<file path="src/rtl/mbs_pkg.sv">
package mbs_pkg;
  typedef enum logic {
    PH_HI = 1'b0,
    PH_LO = 1'b1
  } byte_phase_e;
endpackage

</file>
<file path="src/rtl/mbs_rst_sync.sv">
module mbs_rst_sync #(
  parameter int STAGES = 2
) (
  input  logic clk,
  input  logic rst_n,
  output logic rst_sn
);
  logic [STAGES-1:0] chain;

  always_ff @(posedge clk or negedge rst_n) begin
    if (!rst_n) chain <= '0;
    else        chain <= {chain[STAGES-2:0], 1'b1};
  end

  assign rst_sn = chain[STAGES-1];
endmodule

</file>
<file path="src/rtl/mbs_sync.sv">
module mbs_sync #(
  parameter int              W       = 12,
  parameter int              STAGES  = 2,
  parameter logic [W-1:0]    RST_VAL = '0
) (
  input  logic         clk,
  input  logic         rst_n,
  input  logic [W-1:0] d,
  output logic [W-1:0] q
);
  logic [W-1:0] st [STAGES];

  for (genvar i = 0; i < STAGES; i++) begin : g_stage
    if (i == 0) begin : g_first
      always_ff @(posedge clk or negedge rst_n) begin
        if (!rst_n) st[0] <= RST_VAL;
        else        st[0] <= d;
      end
    end else begin : g_next
      always_ff @(posedge clk or negedge rst_n) begin
        if (!rst_n) st[i] <= RST_VAL;
        else        st[i] <= st[i-1];
      end
    end
  end

  assign q = st[STAGES-1];
endmodule

</file>
<file path="src/rtl/mbs_ctrl.sv">
module mbs_ctrl
  import mbs_pkg::*;
#(
  parameter int AW = 8,
  parameter int BW = 8,
  localparam int DW = 2 * BW
) (
  input  logic          clk,
  input  logic          rst_n,
  input  logic          cs_n_s,
  input  logic          rd_n_s,
  input  logic          wr_n_s,
  input  logic          ale_s,
  input  logic [BW-1:0] ad_s,
  input  logic [DW-1:0] reg_rdata,
  output logic [AW-1:0] reg_addr,
  output logic [DW-1:0] reg_wdata,
  output logic          reg_we,
  output logic [BW-1:0] ad_out,
  output logic          ad_oe
);
  logic          rd_n_q, ale_q;
  byte_phase_e   phase, phase_nx;
  logic [AW-1:0] addr, addr_nx;
  logic [BW-1:0] stage, stage_nx;
  logic [DW-1:0] snap, snap_nx;
  logic [BW-1:0] out, out_nx;
  logic          oe, oe_nx;
  logic          we, we_nx;
  logic [DW-1:0] wdata, wdata_nx;

  logic cs_act, rd_fall, rd_rise, ale_rise, is_read;

  always_comb begin
    cs_act   = !cs_n_s;
    is_read  = wr_n_s;
    rd_fall  = cs_act &&  rd_n_q && !rd_n_s;
    rd_rise  = cs_act && !rd_n_q &&  rd_n_s;
    ale_rise = cs_act &&  ale_s  && !ale_q;
  end

  always_comb begin
    phase_nx = phase;
    addr_nx  = addr;
    stage_nx = stage;
    snap_nx  = snap;
    out_nx   = out;
    oe_nx    = oe;
    we_nx    = 1'b0;
    wdata_nx = wdata;

    if (we) addr_nx = addr + 1'b1;

    if (!cs_act) begin
      phase_nx = PH_HI;
      oe_nx    = 1'b0;
    end else begin
      if (ale_rise) begin
        addr_nx  = AW'(ad_s);
        phase_nx = PH_HI;
      end
      if (rd_fall && is_read) begin
        oe_nx = 1'b1;
        if (phase == PH_HI) begin
          snap_nx = reg_rdata;
          out_nx  = reg_rdata[DW-1:BW];
        end else begin
          out_nx  = snap[BW-1:0];
        end
      end
      if (rd_rise) begin
        oe_nx = 1'b0;
        if (phase == PH_HI) begin
          phase_nx = PH_LO;
          if (!is_read) stage_nx = ad_s;
        end else begin
          phase_nx = PH_HI;
          if (is_read) begin
            addr_nx = addr + 1'b1;
          end else begin
            we_nx    = 1'b1;
            wdata_nx = {stage, ad_s};
          end
        end
      end
    end
  end

  always_ff @(posedge clk or negedge rst_n) begin
    if (!rst_n) begin
      rd_n_q <= 1'b1;
      ale_q  <= 1'b0;
      phase  <= PH_HI;
      addr   <= '0;
      stage  <= '0;
      snap   <= '0;
      out    <= '0;
      oe     <= 1'b0;
      we     <= 1'b0;
      wdata  <= '0;
    end else begin
      rd_n_q <= rd_n_s;
      ale_q  <= ale_s;
      phase  <= phase_nx;
      addr   <= addr_nx;
      stage  <= stage_nx;
      snap   <= snap_nx;
      out    <= out_nx;
      oe     <= oe_nx;
      we     <= we_nx;
      wdata  <= wdata_nx;
    end
  end

  assign reg_addr  = addr;
  assign reg_wdata = wdata;
  assign reg_we    = we;
  assign ad_out    = out;
  assign ad_oe     = oe;
endmodule

</file>
<file path="src/rtl/mux_bus_slave.sv">
module mux_bus_slave #(
  parameter int AW          = 8,
  parameter int BW          = 8,
  parameter int SYNC_STAGES = 2,
  localparam int DW = 2 * BW,
  localparam int SW = BW + 4
) (
  input  logic          clk,
  input  logic          rst_n,
  input  logic          bus_cs_n,
  input  logic          bus_rd_n,
  input  logic          bus_wr_n,
  input  logic          bus_ale,
  input  logic [BW-1:0] bus_ad_in,
  output logic [BW-1:0] bus_ad_out,
  output logic          bus_ad_oe,
  output logic [AW-1:0] reg_addr,
  output logic [DW-1:0] reg_wdata,
  output logic          reg_we,
  input  logic [DW-1:0] reg_rdata
);
  logic          rst_sn;
  logic [SW-1:0] raw, synced;
  logic          cs_n_s, rd_n_s, wr_n_s, ale_s;
  logic [BW-1:0] ad_s;

  mbs_rst_sync #(.STAGES(2)) u_rst (
    .clk(clk), .rst_n(rst_n), .rst_sn(rst_sn)
  );

  assign raw = {bus_cs_n, bus_rd_n, bus_wr_n, bus_ale, bus_ad_in};

  mbs_sync #(
    .W(SW), .STAGES(SYNC_STAGES),
    .RST_VAL({4'b1110, {BW{1'b0}}})
  ) u_sync (
    .clk(clk), .rst_n(rst_sn), .d(raw), .q(synced)
  );

  assign {cs_n_s, rd_n_s, wr_n_s, ale_s, ad_s} = synced;

  mbs_ctrl #(.AW(AW), .BW(BW)) u_ctrl (
    .clk(clk), .rst_n(rst_sn),
    .cs_n_s(cs_n_s), .rd_n_s(rd_n_s), .wr_n_s(wr_n_s),
    .ale_s(ale_s), .ad_s(ad_s), .reg_rdata(reg_rdata),
    .reg_addr(reg_addr), .reg_wdata(reg_wdata), .reg_we(reg_we),
    .ad_out(bus_ad_out), .ad_oe(bus_ad_oe)
  );
endmodule

</file>
<file path="config.mk">
export PLATFORM = sky130hd
export DESIGN_NAME = mux_bus_slave
export DESIGN_NICKNAME = d
export VERILOG_FILES = /design/src/rtl/mbs_pkg.sv /design/src/rtl/mbs_rst_sync.sv /design/src/rtl/mbs_sync.sv /design/src/rtl/mbs_ctrl.sv /design/src/rtl/mux_bus_slave.sv
export SDC_FILE = /design/constraint.sdc
export NUM_CORES = 1
export LEC_CHECK = 0
export ABC_CLOCK_PERIOD_IN_PS = 2700
export BUFFER_PORTS_ARGS = -buffer_cell sky130_fd_sc_hd__buf_2
export CAP_MARGIN = 20
export CORE_MARGIN = 10
export CORE_UTILIZATION = 54
export DETAILED_ROUTE_END_ITERATION = 8
export PLACE_DENSITY_LB_ADDON = 0.2
export REMOVE_ABC_BUFFERS = 1
export SYNTH_ARGS = -nofsm -noshare
export SYNTH_HDL_FRONTEND = slang
export SYNTH_SLANG_ARGS = --single-unit
</file>
<file path="constraint.sdc">
create_clock -name clk -period 2.7 [get_ports clk]
set_clock_uncertainty 0.05 [all_clocks]
set_input_delay 0.27 -clock clk [delete_from_list [all_inputs] [get_ports clk]]
set_output_delay 0.27 -clock clk [all_outputs]
set_load 0.02 [all_outputs]
</file>
==> results.tsv, run 1 <==
metric	value	unit
tns	0	ns
drt_iter0_drc	92	
diodes	0	
cts_made_buffers	9	
via_count	1944	
clockBufferDepth	2	
synthArstFlopShare	100.0	%
cts.sinks	79	
syn_to_final_growth	21.83	%
synth_top_cells_by_area	dfrtp_1 59%, mux2_2 8.4%, dfstp_2 6.0%	
crit_required	2.87	ns
postCtsSetupRepairBufs	0	
overflow	0	
r2r_end	u_ctrl.reg_wdata[13]	
start_util	55.78	%
dp_hpwl	4020	um
fill_cells	413	
drv_cap	0	
p_per_area	734.9	mW/mm^2
syn_area	0.003072	mm^2
r2r-start	u_sync.q[10]	
synth.avg_cell_area	13.96	um^2
hp-class	input port to register	
first_global_vias	2110	
min_period	1.912	ns
p_leak	1.747	nW
path_clk_slew	0.08	ns
wl_per_cell	15.33	um
ff2ff_path_depth	4	
grt_antenna_before_repair	0	
htreeDepth	3	
max_slew_margin	37.53	%
hold_start	reg_rdata[5]	
fin_nets	330	
ys.warnings.count	0	
netlist_instances	220	
track_usage	13.62	%
seq_area_frac_synth	64.64	%
power	0.002750	W
finalMaxSlewViolations	0	
grt_first_pass_wirelength	9770	um
finalHoldViolCount	0	
setup.worst_path.class	register to register	
num_io_pins	64	
hold_end	u_ctrl.snap[5]	
final_layout_size_suffix_gt1_share	38.82	%
finalWirelength	5765	um
final_area	0.003742	mm^2
post_dp_cell_area	0.003408	mm^2
rrSetupSlack	0.79	ns
dr.pass1.iters	4	
drcViolationCount	0	
die_w	95.42	um
peakVddDrop	0.4919	mV
cts_root_buffer	clkbuf_8	
chipHeight	95.42	um
worstSetupStartpointType	register	
worstMarginPinSlew	0.9370	ns
rsz0062_at_grt	false	
die-area	0.009105	mm^2
rows	27	
synth_edf_count	0	
cp_data_arrival_time	2.08	ns
yosysTopAreaCell	dfrtp_1	
io_buffers	63	
status	finished clean	
grt_max_degree	78	
viasPerCell	5.170	
insertion_delay	0.34	ns
cp-startpoint	u_sync.q[10]	
crit_path_end_kind	register	
antenna_left	0	
ys_types	46	
crit_fanout	17	
worstHoldPathCells	2	
synth_top_area_share	58.66	%
setup_viol_count_final	0	
synth_ff_type	dfrtp_1	
gp_congestion	0.8009	
cts_tree	built	
core	0.005507	mm^2
period_share	70.83	%
fmax	522.9	MHz
ys_seq_elements	79	
kinds of logic after synthesis:
kind of cell	after synthesis	share of synthesized area, %
muxes	42	14.99
adders and majority gates	1	0.4073
DFF	79	64.64
AOI/OAI and AO/OA	30	6.355
buffers and inverters	12	3.096
other	1	0.1221
and+or+nand+nor	53	9.817
xor gates and xnor gates	2	0.5704
sequential cells by signal, indices dropped and copies added (netlist names), 2 cells and up:
signal            cells
u_ctrl.ad_out         8
u_ctrl.reg_addr       8
u_sync.q             12
u_ctrl.reg_wdata     16
u_ctrl.stage          8
u_ctrl.snap           8
u_rst.chain           2
u_sync.st            12
report_power, final:
| part | internal, W | total [W] | leakage [nW] | switching [W] |
|---|---|---|---|---|
| clock | 0.000438 | 0.000877 | 0.0968 | 0.000439 |
| combinational | 0.000193 | 0.000412 | 0.709 | 0.000218 |
| sequential | 0.00134 | 0.00146 | 0.941 | 0.000117 |
| total | 0.00198 | 0.00275 | 1.75 | 0.000774 |
per-layer routing:
metal / routed length, um / GRT usage (%)
met5: 0 / 0
met4: 87 / 5.528
met3: 484 / 6.363
met2: 2754 / 21.82
met1: 2438 / 15.50
layout by cell type (no fill, tap or decap), types with 2 or more instances in the layout:
cell,synthesis,final
a21oi_1,12,12
a31oi_1,2,2
buf_2,3,63
buf_4,1,2
clkbuf_8,2,9
clkinvlp_4,0,2
dfrtp_1,72,71
dfstp_2,7,7
dlygate4sd3_1,0,13
inv_1,2,2
inv_6,0,3
mux2_1,9,9
mux2_2,23,23
mux2i_1,10,10
nand2_1,9,9
nand2b_1,2,2
nand3_1,4,4
nand4_1,2,2
nand4b_1,2,2
nor2_1,17,17
nor3_1,5,5
o211ai_1,3,3
o21ai_0,3,3
or3_1,2,2
xor2_1,2,2
cells in the mapped netlist, types with 2 or more instances:
library cell,number
a31oi_1,2
nand3_1,4
inv_1,2
dfrtp_1,72
dfstp_2,7
a21oi_1,12
nand4_1,2
buf_2,3
nand2_1,9
mux2i_1,10
clkbuf_8,2
o211ai_1,3
nand2b_1,2
xor2_1,2
nand4b_1,2
buf_6,3
or3_1,2
o21ai_0,3
nor3_1,5
nor2_1,17
mux2_1,9
mux2_2,23
worst max-delay path by stage:
stage / endpoint / slack [ns]
after floorplan: u_ctrl.ad_oe / 0.30
after global placement: u_ctrl.reg_wdata[7] / 0.84
after detailed placement: u_ctrl.reg_wdata[8] / 0.82
after CTS: u_ctrl.reg_wdata[13] / 0.77
after global routing: u_ctrl.reg_wdata[7] / 0.65
final: u_ctrl.reg_wdata[13] / 0.79
critical path, stage by stage (launching register included):
cell and delay (ns):
dfstp_2 0.57, nand2b_1 0.20, nor3_1 0.24, nand2_2 0.31
mux2_1 0.42
repair_timing:
item / CTS / global route
endpoints found under the hold margin: 14 / 0
setup endpoints to repair: 0 / 0
hold buffers: 13 / 0
gates resized for setup: 0 / 0
final cells by class:
| class | count | area (um^2) | area share (%) |
|---|---|---|---|
| clock inverters | 7 | 80.08 | 2.140 |
| repair buffers | 78 | 460.4 | 12.30 |
| flip-flops and latches | 79 | 1989 | 53.16 |
| multi-input cells | 129 | 991.0 | 26.48 |
| inverters | 2 | 7.507 | 0.2006 |
| well taps | 72 | 90.09 | 2.407 |
| clock buffers | 9 | 123.9 | 3.310 |
stage by stage:
step	instances	hold slack, ns	util, %	setup slack [ns]
after CTS	376	0.08660	67.96	0.7741
after global placement	347	0.005074	61.90	0.8386
final	376	0.1051	67.96	0.7877
after detailed placement	347	0.008148	61.90	0.8154
after global routing	376	0.09531	67.96	0.6471
after floorplan	210	-0.07559	-	0.2991
No activity file was read; power rests on OpenSTA's default activity.
==> inputs of run 2 (changes only) <==
--- a/config.mk
+++ b/config.mk
@@ -5,7 +5,7 @@
 export SDC_FILE = /design/constraint.sdc
 export NUM_CORES = 1
 export LEC_CHECK = 0
-export ABC_CLOCK_PERIOD_IN_PS = 2700
+export ABC_CLOCK_PERIOD_IN_PS = 1950
 export BUFFER_PORTS_ARGS = -buffer_cell sky130_fd_sc_hd__buf_2
 export CAP_MARGIN = 20
 export CORE_MARGIN = 10
==> constraint.sdc (replaced) <==
create_clock -name clk -period 1.95 [get_ports clk]
set_clock_uncertainty 0.05 [all_clocks]
set_input_delay 0.195 -clock clk [delete_from_list [all_inputs] [get_ports clk]]
set_output_delay 0.195 -clock clk [all_outputs]
set_load 0.02 [all_outputs]
==> run 2 against run 1 <==
Maximum frequency grew 10%. Design area grew 2.8%. Routed wire length grew 0.99%. Sequential share of layout area shrank 1.5 points. Critical endpoint is now u_ctrl.snap[1]. Hold slack lost 0.083 ns. Global-route usage grew 0.79 points. Non-clock buffer count grew 9. Die area is the same. Clock power grew 54%.
==> results.tsv, run 2 (synthesized netlist as in run 1, its figures left out) <==
metric	value	unit
wl_per_cell	15.12	um
switching_share	27.24	%
num_io_pins	64	
tns	0	ns
whs	0.02188	ns
grt_antenna_before_repair	0	
drcViolationCount	0	
final_common_cell	dfrtp_1	
drv_cap	0	
finalHoldViolCount	0	
gp_congestion	0.7930	
grt_max_degree	37	
rsz0062_at_grt	false	
setup_viol_count_final	0	
final_area	0.003849	mm^2
final_layout_size_suffix_gt1_share	40.89	%
period_share	89.06	%
cts.sinks	79	
dr.pass1.iters	4	
worstSetupStartpointType	register	
htreeDepth	3	
syn_to_final_growth	25.30	%
crit_required	2.14	ns
seq_power_share	50.6	%
clkPwrFrac	34.1	%
status	finished clean	
via_count	1959	
p_leak	1.814	nW
clockBufferDepth	2	
io_buffers	63	
finalWirelength	5822	um
dp_hpwl	4233	um
insertion_delay	0.35	ns
min_period	1.737	ns
fin_nets	339	
fmax	575.8	MHz
die_w	95.42	um
cp_data_arrival_time	1.92	ns
viasPerCell	5.088	
chipHeight	95.42	um
p_sw	0.001078	W
setup.worst_path.class	register to register	
start_util	55.78	%
crit_path_end_kind	register	
grt_first_pass_wirelength	10180	um
combPwrFrac	15.3	%
drt_iter0_drc	77	
ff2ff_path_depth	3	
first_global_vias	2137	
peakVddDrop	0.7737	mV
cts_made_buffers	9	
overflow	0	
largest_reg_flops	16	
hp-class	input port to register	
p_per_area	1028	mW/mm^2
rows	27	
final_cell_mix	71 x dfrtp_1, 63 x buf_2, 23 x mux2_2	
diodes	0	
die-area	0.009105	mm^2
worstHoldPathCells	2	
cts_root_buffer	clkbuf_8	
post_dp_cell_area	0.003488	mm^2
cts_tree	built	
antenna_left	0	
core	0.005507	mm^2
track_usage	14.40	%
path_clk_slew	0.08	ns
finalMaxSlewViolations	0	
crit_fanout	8	
p_int	0.002879	W
[run 2: layout make-up]
| type | count | area [um^2] |
|---|---|---|
| Clock buffer | 9 | 123.9 |
| Fill cell | 397 | 1658 |
| Tap cell | 72 | 90.09 |
| Multi-Input combinational cell | 129 | 993.5 |
| Timing Repair Buffer | 87 | 540.5 |
| Inverter | 2 | 7.507 |
| Sequential cell | 79 | 1989 |
| Clock inverter | 7 | 103.9 |
[run 2: critical path, cell delays in order (launching register included)]
cell	delay (ns)
dfstp_2	0.62
nand3b_1	0.18
nor3_4	0.38
mux2_2	0.39
[run 2: path summary, 6_finish.rpt]
path / slack (ns) / to / startpoint
worst max-delay path: 0.21 / u_ctrl.snap[1] / u_sync.q[9]
worst min-delay path: 0.02 / u_ctrl.snap[3] / reg_rdata[3]
worst max register to register: 0.21 / u_ctrl.snap[1] / u_sync.q[9]
worst min register to register: 0.12 / u_sync.st[12] / u_rst.chain[1]
max in group asynchronous: 1.13 / u_ctrl.reg_wdata[15] / u_rst.chain[1]
min in group asynchronous: 0.10 / u_rst.chain[1] / rst_n
[run 2: metrics by stage]
stage,total power [W],std cells,utilization [%],setup slack (ns)
3_3_place_gp,0.002604,356,63.35,0.2002
2_1_floorplan,0.002387,210,-,-0.4509
5_1_grt,0.004188,385,69.89,0.09843
4_1_cts,0.004015,385,69.85,0.1339
3_5_place_dp,0.002630,356,63.35,0.1621
6_report,0.003956,385,69.89,0.2133
[run 2: repair_timing]
item,CTS,global route
buffers inserted,0,0
hold endpoints to repair,14,0
setup endpoints to repair,0,1
hold buffers,13,0
resized for setup,0,1
[run 2: power groups by stage]
stage,clock network (W),registers [W],logic (W)
after floorplan,0,0.00216,0.000222
after global placement,0,0.00203,0.000577
after detailed placement,0,0.00204,0.000595
after CTS,0.00139,0.00201,0.000618
after global routing,0.00148,0.00204,0.000671
final,0.00135,0.00200,0.000603
[run 2: routing by layer]
metal  wire length [um]  up-vias  global-route usage [%]
li1                   -      961                       -
met3                434        8                   7.384
met1               2498      940                   16.81
met2               2832       50                   23.30
met4                 57        0                   3.317
met5                  0        -                       0
==> inputs of run 3 (changes only) <==
--- a/config.mk
+++ b/config.mk
@@ -5,14 +5,13 @@
 export SDC_FILE = /design/constraint.sdc
 export NUM_CORES = 1
 export LEC_CHECK = 0
-export ABC_CLOCK_PERIOD_IN_PS = 1950
+export ABC_CLOCK_PERIOD_IN_PS = 1900
 export BUFFER_PORTS_ARGS = -buffer_cell sky130_fd_sc_hd__buf_2
 export CAP_MARGIN = 20
 export CORE_MARGIN = 10
 export CORE_UTILIZATION = 54
 export DETAILED_ROUTE_END_ITERATION = 8
 export PLACE_DENSITY_LB_ADDON = 0.2
-export REMOVE_ABC_BUFFERS = 1
 export SYNTH_ARGS = -nofsm -noshare
 export SYNTH_HDL_FRONTEND = slang
 export SYNTH_SLANG_ARGS = --single-unit
==> constraint.sdc (replaced) <==
create_clock -name clk -period 1.9 [get_ports clk]
set_clock_uncertainty 0.05 [all_clocks]
set_input_delay 0.19 -clock clk [delete_from_list [all_inputs] [get_ports clk]]
set_output_delay 0.19 -clock clk [all_outputs]
set_load 0.02 [all_outputs]
==> run 3 against run 2 <==
Clock power about the same. Critical path depth up 1. First-iteration DRC count up 13%. Final cell count down 0.78%. Highest routed layer unchanged. Sequential share of layout area up 0.24 points. Sequential cell count unchanged. Critical path type unchanged. Clock-buffer cell count up 2. Maximum frequency down 1.3%. Register-to-register slack worse by 0.07 ns.
==> results.tsv, run 3 (synthesized netlist as in run 1, its figures left out) <==
metric	value	unit
num_io_pins	64	
rows	27	
status	finished clean	
synthesis.nets	251	
io_buffers	63	
fin_ws	0.1404	ns
finalHoldViolCount	0	
drt_iter0_drc	87	
syn_to_final_growth	24.72	%
worstHoldPathCells	2	
dp_slack	0.1100	ns
cts_made_buffers	9	
insertion_delay	0.35	ns
p_per_area	1059	mW/mm^2
setup.worst_path.class	register to register	
ff2ff_path_depth	4	
tns	0	ns
period_share	92.61	%
grt_max_degree	48	
finalWirelength	6173	um
grt_use_met1	17.64	%
rsz0062_at_grt	false	
min_period	1.760	ns
final_cell_mix	71 x dfrtp_1, 63 x buf_2, 23 x mux2_2	
p_leak	1.797	nW
track_usage	14.22	%
cts.sinks	79	
dp_hpwl	4296	um
busiest_layer	met2	
grt_antenna_before_repair	0	
fin_nets	336	
overflow	0	
drcViolationCount	0	
drv_cap	0	
path_clk_slew	0.08	ns
r2r-start	u_sync.q[9]	
diodes	0	
die_w	95.42	um
gp_congestion	0.8338	
crit_required	2.08	ns
wl_per_cell	16.16	um
dr.pass1.iters	5	
crit_path_end_kind	register	
cts_resized	0	
hp-class	input port to register	
first_global_vias	2001	
cts_root_buffer	clkbuf_8	
die-area	0.009105	mm^2
cp_data_arrival_time	1.94	ns
start_util	55.78	%
finalMaxSlewViolations	0	
fmax	568.3	MHz
final_common_cell	dfrtp_1	
htreeDepth	3	
crit_fanout	8	
rrSetupSlack	0.14	ns
viasPerCell	5.259	
clockBufferDepth	2	
worstSetupStartpointType	register	
chipHeight	95.42	um
antenna_left	0	
cts_tree	built	
hold_end	u_ctrl.snap[5]	
grt_use_met3	6.206	%
grt_first_pass_wirelength	9839	um
final_layout_size_suffix_gt1_share	39.68	%
hold_start	reg_rdata[5]	
r2r_end	u_ctrl.snap[4]	
via_count	2009	
groute.layer.met2.usage	21.88	%
core	0.005507	mm^2
peakVddDrop	0.5940	mV
largest_reg_flops	16	
setup_viol_count_final	0	
## run 3: cell types whose count changed in the layout (fill, tap and decap cells not counted), sizes merged
cell | before | now
buf | 74 | 71
clkbuf | 9 | 11
clkinvlp | 0 | 1
inv | 5 | 2
## run 3: repair_timing
action,4_1_cts,5_1_grt
setup buffers,0,1
hold buffers,13,0
endpoints found under the setup margin,0,8
hold endpoints to repair,14,0
## run 3: cell type report
cell class,count,area (um^2)
clock buffers,11,141.4
repair buffers,84,530.5
clock inverters,5,81.33
flip-flops and latches,79,1989
inverters,2,7.507
multi-input cells,129,991.0
well taps,72,90.09
fillers,400,1675
## run 3: worst max-delay path, stage by stage, from the launching register on
cell	delay [ns]
dfstp_2	0.63
nand3b_1	0.21
nor3_4	0.26
buf_12	0.15
mux2_2	0.33
## run 3: routing by layer
metal | up-vias | wire length (um) | part of all wire (%)
li1 | 950 | - | -
met3 | 7 | 399 | 6.5
met4 | 0 | 84 | 1.4
met2 | 54 | 2943 | 48
met5 | - | 0 | 0
met1 | 998 | 2745 | 44
## run 3: worst max path at each step
stage | from | to | slack [ns] | cells after the start
final | u_sync.q[9] | u_ctrl.snap[4] | 0.14 | 4
after global routing | u_sync.q[10] | u_ctrl.reg_wdata[12] | 0.02 | 4
after CTS | u_sync.q[9] | u_ctrl.snap[4] | 0.07 | 3
after detailed placement | u_sync.q[9] | u_ctrl.snap[4] | 0.11 | 3
after global placement | u_sync.q[9] | u_ctrl.snap[6] | 0.14 | 3
after floorplan | u_sync.q[10] | u_ctrl.reg_wdata[10] | 0.23 | 6
## run 3: stage by stage
stage | hold WS, ns | power (W) | area, um^2 | util, % | instances
floorplan | -0.1556 | 0.002463 | 3073 | - | 220
global placement | -0.07588 | 0.002674 | 3458 | 62.80 | 352
detailed placement | -0.07347 | 0.002700 | 3458 | 62.80 | 352
CTS | 0.006942 | 0.004102 | 3811 | 69.21 | 381
global route | 0.01478 | 0.004241 | 3831 | 69.58 | 382
finish | 0.02182 | 0.004057 | 3831 | 69.58 | 382
## run 3: power by group
group          switching, W  total [W]  internal (W)
clock network      0.000604    0.00138      0.000776
registers          0.000152    0.00206       0.00191
logic              0.000329   0.000613      0.000284
